[src/rtl/sort4.sv]
module sort4 #(
  parameter int W = 8
) (
  input  logic [W-1:0] in0,
  input  logic [W-1:0] in1,
  input  logic [W-1:0] in2,
  input  logic [W-1:0] in3,
  output logic [W-1:0] out0,
  output logic [W-1:0] out1,
  output logic [W-1:0] out2,
  output logic [W-1:0] out3
);

  // level 1: lanes (0,1) and (2,3)
  logic gt_a, gt_b;
  logic [W-1:0] s1_0, s1_1, s1_2, s1_3;
  assign gt_a = in0 > in1;
  assign s1_0 = gt_a ? in1 : in0;
  assign s1_1 = gt_a ? in0 : in1;
  assign gt_b = in2 > in3;
  assign s1_2 = gt_b ? in3 : in2;
  assign s1_3 = gt_b ? in2 : in3;

  // level 2: lanes (0,2) and (1,3)
  logic gt_c, gt_d;
  logic [W-1:0] s2_0, s2_1, s2_2, s2_3;
  assign gt_c = s1_0 > s1_2;
  assign s2_0 = gt_c ? s1_2 : s1_0;
  assign s2_2 = gt_c ? s1_0 : s1_2;
  assign gt_d = s1_1 > s1_3;
  assign s2_1 = gt_d ? s1_3 : s1_1;
  assign s2_3 = gt_d ? s1_1 : s1_3;

  // level 3: middle lanes
  logic gt_e;
  assign gt_e = s2_1 > s2_2;
  assign out0 = s2_0;
  assign out1 = gt_e ? s2_2 : s2_1;
  assign out2 = gt_e ? s2_1 : s2_2;
  assign out3 = s2_3;

endmodule

[config.mk]
export PLATFORM = sky130hd
export DESIGN_NAME = sort4
export DESIGN_NICKNAME = d
export VERILOG_FILES = /design/src/rtl/sort4.sv
export SDC_FILE = /design/constraint.sdc
export NUM_CORES = 1
export LEC_CHECK = 0
export ABC_CLOCK_PERIOD_IN_PS = 10300
export BUFFER_PORTS_ARGS = -buffer_cell sky130_fd_sc_hd__buf_2
export CAP_MARGIN = 20
export CORE_MARGIN = 1
export CORE_UTILIZATION = 35
export DETAILED_ROUTE_END_ITERATION = 10
export PLACE_DENSITY_LB_ADDON = 0.25
export SETUP_SLACK_MARGIN = 0.1
export SYNTH_ARGS = -nofsm -noshare
export SYNTH_HDL_FRONTEND = slang
export SYNTH_SLANG_ARGS = --single-unit
[constraint.sdc]
create_clock -name vclk -period 10.3
set_input_delay 2.06 -clock vclk [all_inputs]
set_output_delay 2.06 -clock vclk [all_outputs]
set_load 0.01 [all_outputs]
# Word-level counts from Yosys, hierarchy flattened
# Cells that the tools add are included.
word_totals:
  input_bits: 32
  reg_bits: 0
  output_inout_bits: 32
  wordCells: 15
classes:
  order_cmp: 5
  mux: 10
ops:
  columns: ["operator", "n"]
  rows:
  - ["two-way mux 8 bit", 10]
  - ["> comparator 8 bit", 5]

# Logic depth before layout (Yosys ltp)
depth:
  depth_word: 6
  ltp_mapped: 32
  depth_no_buf: 27

# Least setup slack after synthesis
# No wires, ideal clock.
synth_path:
  path_type: "in2out"
  start: "in in3[1]"
  end: "out out1[1]"
  arrival_time_ps: 7676
  path_stages: 27
  slack_ps: 564
  t_required_ps: 8240
  n_path_buf: 5
  cell_sequence: "inv_1 -> ha_1 -> nor2b_1 -> o211ai_1 -> a21oi_1 -> o21ai_1 -> clkbuf_1 -> buf_2 -> a21oi_1 -> ha_1 -> a21o_1 -> a21o_1 -> a211oi_1 -> o31a_1 -> o221ai_2 -> buf_4 -> mux2_2 -> ha_1 -> nor2b_1 -> o21a_1 -> o21a_1 -> o21ai_0 -> a21oi_1 -> o31ai_1 -> clkbuf_1 -> clkbuf_1 -> mux2i_1"
synth_via:
  elab_chain_len: 6
  word_cells_on_any_way: 9
  classes_between: "order compare (4); mux (5)"
synth_rtl:
  columns: ["item", "line", "text"]
  rows:
  - ["from (decl)", "7", "input logic [W-1:0] in3,"]
  - ["> comparator 8 bit", "20", "assign gt_b = in2 > in3;"]
  - ["two-way mux 8 bit (on tied branches)", "22, 21", null]
  - ["> comparator 8 bit (on tied branches)", "30, 27", null]
  - ["two-way mux 8 bit (on tied branches)", "31, 29", null]
  - ["> comparator 8 bit", "36", "assign gt_e = s2_1 > s2_2;"]
  - ["two-way mux 8 bit (*)", "38", "assign out1 = gt_e ? s2_2 : s2_1;"]
  - ["to (decl)", "9", "output logic [W-1:0] out1,"]
# Mark *: on every way between the ends. The rest lies on a longest branch, timed or not.

# Worst setup path after layout
layout_path:
  start: "in in1[1]"
  end: "out out1[3]"
layout_via:
  elab_chain_len: 6
  word_cells_on_any_way: 9
  classes_between: "order compare (4); mux (5)"
layout_rtl:
  columns: ["item", "line", "text"]
  rows:
  - ["from (decl)", "5", "input logic [W-1:0] in1,"]
  - ["> comparator 8 bit", "17", "assign gt_a = in0 > in1;"]
  - ["two-way mux 8 bit (on tied branches)", "19, 18", null]
  - ["> comparator 8 bit (on tied branches)", "30, 27", null]
  - ["two-way mux 8 bit (on tied branches)", "31, 29", null]
  - ["> comparator 8 bit", "36", null]
  - ["two-way mux 8 bit (*)", "38", null]
# Marked as above.

==> flow_metrics.env <==
export IMPL_status="complete, no violations"
export IMPL_finalWirelength_mm=6.43
export IMPL_min_period_ps=9790
export IMPL_grt_pass1_vias=2262
export IMPL_peakVddDrop_mv=0.102
export IMPL_grt_max_degree=21
export IMPL_syn_avg_cell_area_um2=6.95
export IMPL_chipWidth_um=79.2
export IMPL_synthCells=300
export IMPL_post_cts_buffers=0
export IMPL_crit_fanout=20
export IMPL_drtAntennaViolNets=0
export IMPL_slowest_delay_ps=380
export IMPL_grt_usage_pct=20.3
export IMPL_port_buffers=64
export IMPL_fillers=620
export IMPL_std_cell_rows=27
export IMPL_worstSetupEndpointType="output pin"
export IMPL_synthTopCellsByArea="ha_1 (22%), mux2i_1 (12%), a21oi_1 (12%)"
export IMPL_setup_viol=0
export IMPL_synth_warnings=0
export IMPL_ys_top_cells_by_count="a21oi_1 (50), ha_1 (37), inv_1 (35), nor2_1 (32), mux2i_1 (26)"
export IMPL_criticalPathCategory="in -> out"
export IMPL_core_area_um2=5610
export IMPL_min_period_over_period_pct=95.0
export IMPL_routedWlPerCell_um=15.0
export IMPL_dpl_worst_slack_ps=404
export IMPL_hold_depth=4
export IMPL_nets=429
export IMPL_whs_ps=4600
export IMPL_critPathRequiredTime_ps=8240
export IMPL_power_density_nw_per_um2=189
export IMPL_grt_util_met2_pct=34.9
export IMPL_yosysUniqueCellTypes=45
export IMPL_syn_cell_area_um2=2080
export IMPL_dpl_hpwl_mm=5.49
export IMPL_busiest_layer="met2"
export IMPL_finalSetupTns_ps=0
export IMPL_die_h_um=79.2
export IMPL_synth_area_leader_cell="ha_1"
export IMPL_final_hold_viol_count=0
export IMPL_routabilityCongestion=0.927
export IMPL_vias=2367
export IMPL_postCtsHoldBufs=0
export IMPL_hp_start="in1[1]"
export IMPL_maxSlewViolCount=0
export IMPL_num_antenna_cells=0
export IMPL_drtIter0Drc=102
export IMPL_timing_fmax_mhz=102
export IMPL_met1_usage_pct=28.8
export IMPL_crit_arrival_ps=7730
export IMPL_grt_ovfl_total=0
export IMPL_ios=64
export IMPL_cp_common_cell="ha_1"
export IMPL_antenna_found_initial=0
export IMPL_ctsResizeCount=0
export IMPL_synth_most_common_cell="a21oi_1"
export IMPL_leakage_nw=1.30
export IMPL_syn_nets=369
export IMPL_timing_slew_headroom_pct=54.8
export IMPL_grt_util_met3_pct=0.575
export IMPL_die_area_um2=6270
export IMPL_synth_top_area_share_pct=22.2
export IMPL_viasPerCell=5.50
export IMPL_hold_path_class="in -> out"
export IMPL_drc_errors=0
export IMPL_tightest_slew_ps=659
export IMPL_num_clock_buffers=0
export IMPL_hold_end="out3[1]"
export IMPL_seq_area_um2=0
export IMPL_worst_path_max_delay_cell="mux2_2"
export IMPL_grt_pass1_wl_mm=10.5
export IMPL_multi_input_area_um2=1880
export IMPL_setup_slack_ps=514
export IMPL_synth_seq_area_share_pct=0
export IMPL_seq_cell_count=0
export IMPL_max_cap_violations=0
export IMPL_rsz0062_at_grt="no"
export IMPL_critical_path_startpoint_type="input port"
export IMPL_first_pass_iters=4
export IMPL_start_util_pct=37.2
export IMPL_layout_drive_gt1_share_pct=25.7
export IMPL_areaGrowthSynthToFinish_pct=20.5
## cell type report
| cell class | count | share of cell area [%] |
|---|---|---|
| multi-input combinational | 249 | 74.9 |
| tap | 72 | 3.59 |
| timing repair buffer | 74 | 16.2 |
| inverter | 35 | 5.23 |
## power by group
part	switching (mW)	internal [mW]	leakage [nW]
clock network	0	0	0
registers	0	0	0
logic	0.275	0.201	1.30
## cells in the final DEF (no fill, tap or decap), types with 5 or more instances in the layout
cell type	n
a21oi_1	50
buf_2	64
buf_4	9
ha_1	37
inv_1	35
mux2_2	10
mux2i_1	26
nand2_1	6
nand3_1	5
nand4_1	6
nor2_1	32
nor2b_1	5
nor3_1	5
o211ai_1	10
o21ai_0	8
o221ai_1	6
## worst max path at each step
stage               startpoint      end  slack [ps]  cells after the start
global placement        in1[1]  out1[3]         510                     28
global route            in1[1]  out1[3]         130                     29
floorplan               in3[1]  out1[1]         560                     27
CTS                     in1[1]  out1[3]         400                     28
finish                  in1[1]  out1[3]         510                     29
detailed placement      in1[1]  out1[3]         400                     29
## critical path, delay by kind of cell
family,cells,cell delay (ps)
muxes,1,380
buffers and inverters,6,900
AOI/OAI and AO/OA,15,2970
and+or+nand+nor,4,520
adders and majority gates,3,890
## routing by layer
layer  vias to the layer above  share of wire (%)
li1                       1236                  -
met1                      1073                 49
met2                        52                 46
met3                         6                3.8
met4                         0               0.96
met5                         -                  0
## through the flow
step / cells / instance area (um2) / power (mW) / util, %
floorplan: 300 / 2080 / 0.321 / -
global placement: 429 / 2490 / 0.468 / 44.4
detailed placement: 429 / 2490 / 0.470 / 44.4
CTS: 429 / 2490 / 0.472 / 44.4
global route: 430 / 2510 / 0.525 / 44.8
finish: 430 / 2510 / 0.475 / 44.8
## cell families (layout without fill, tap and decap cells)
| group | Yosys count | count (layout) | synth area share [%] |
|---|---|---|---|
| compound gates | 100 | 100 | 31.1 |
| fa+ha+maj | 38 | 38 | 22.7 |
| xor+xnor | 2 | 2 | 0.840 |
| buf+inv | 51 | 109 | 9.96 |
| simple gates | 73 | 73 | 17.5 |
| mux | 36 | 36 | 17.9 |
Power figures use the tool's default switching activity.
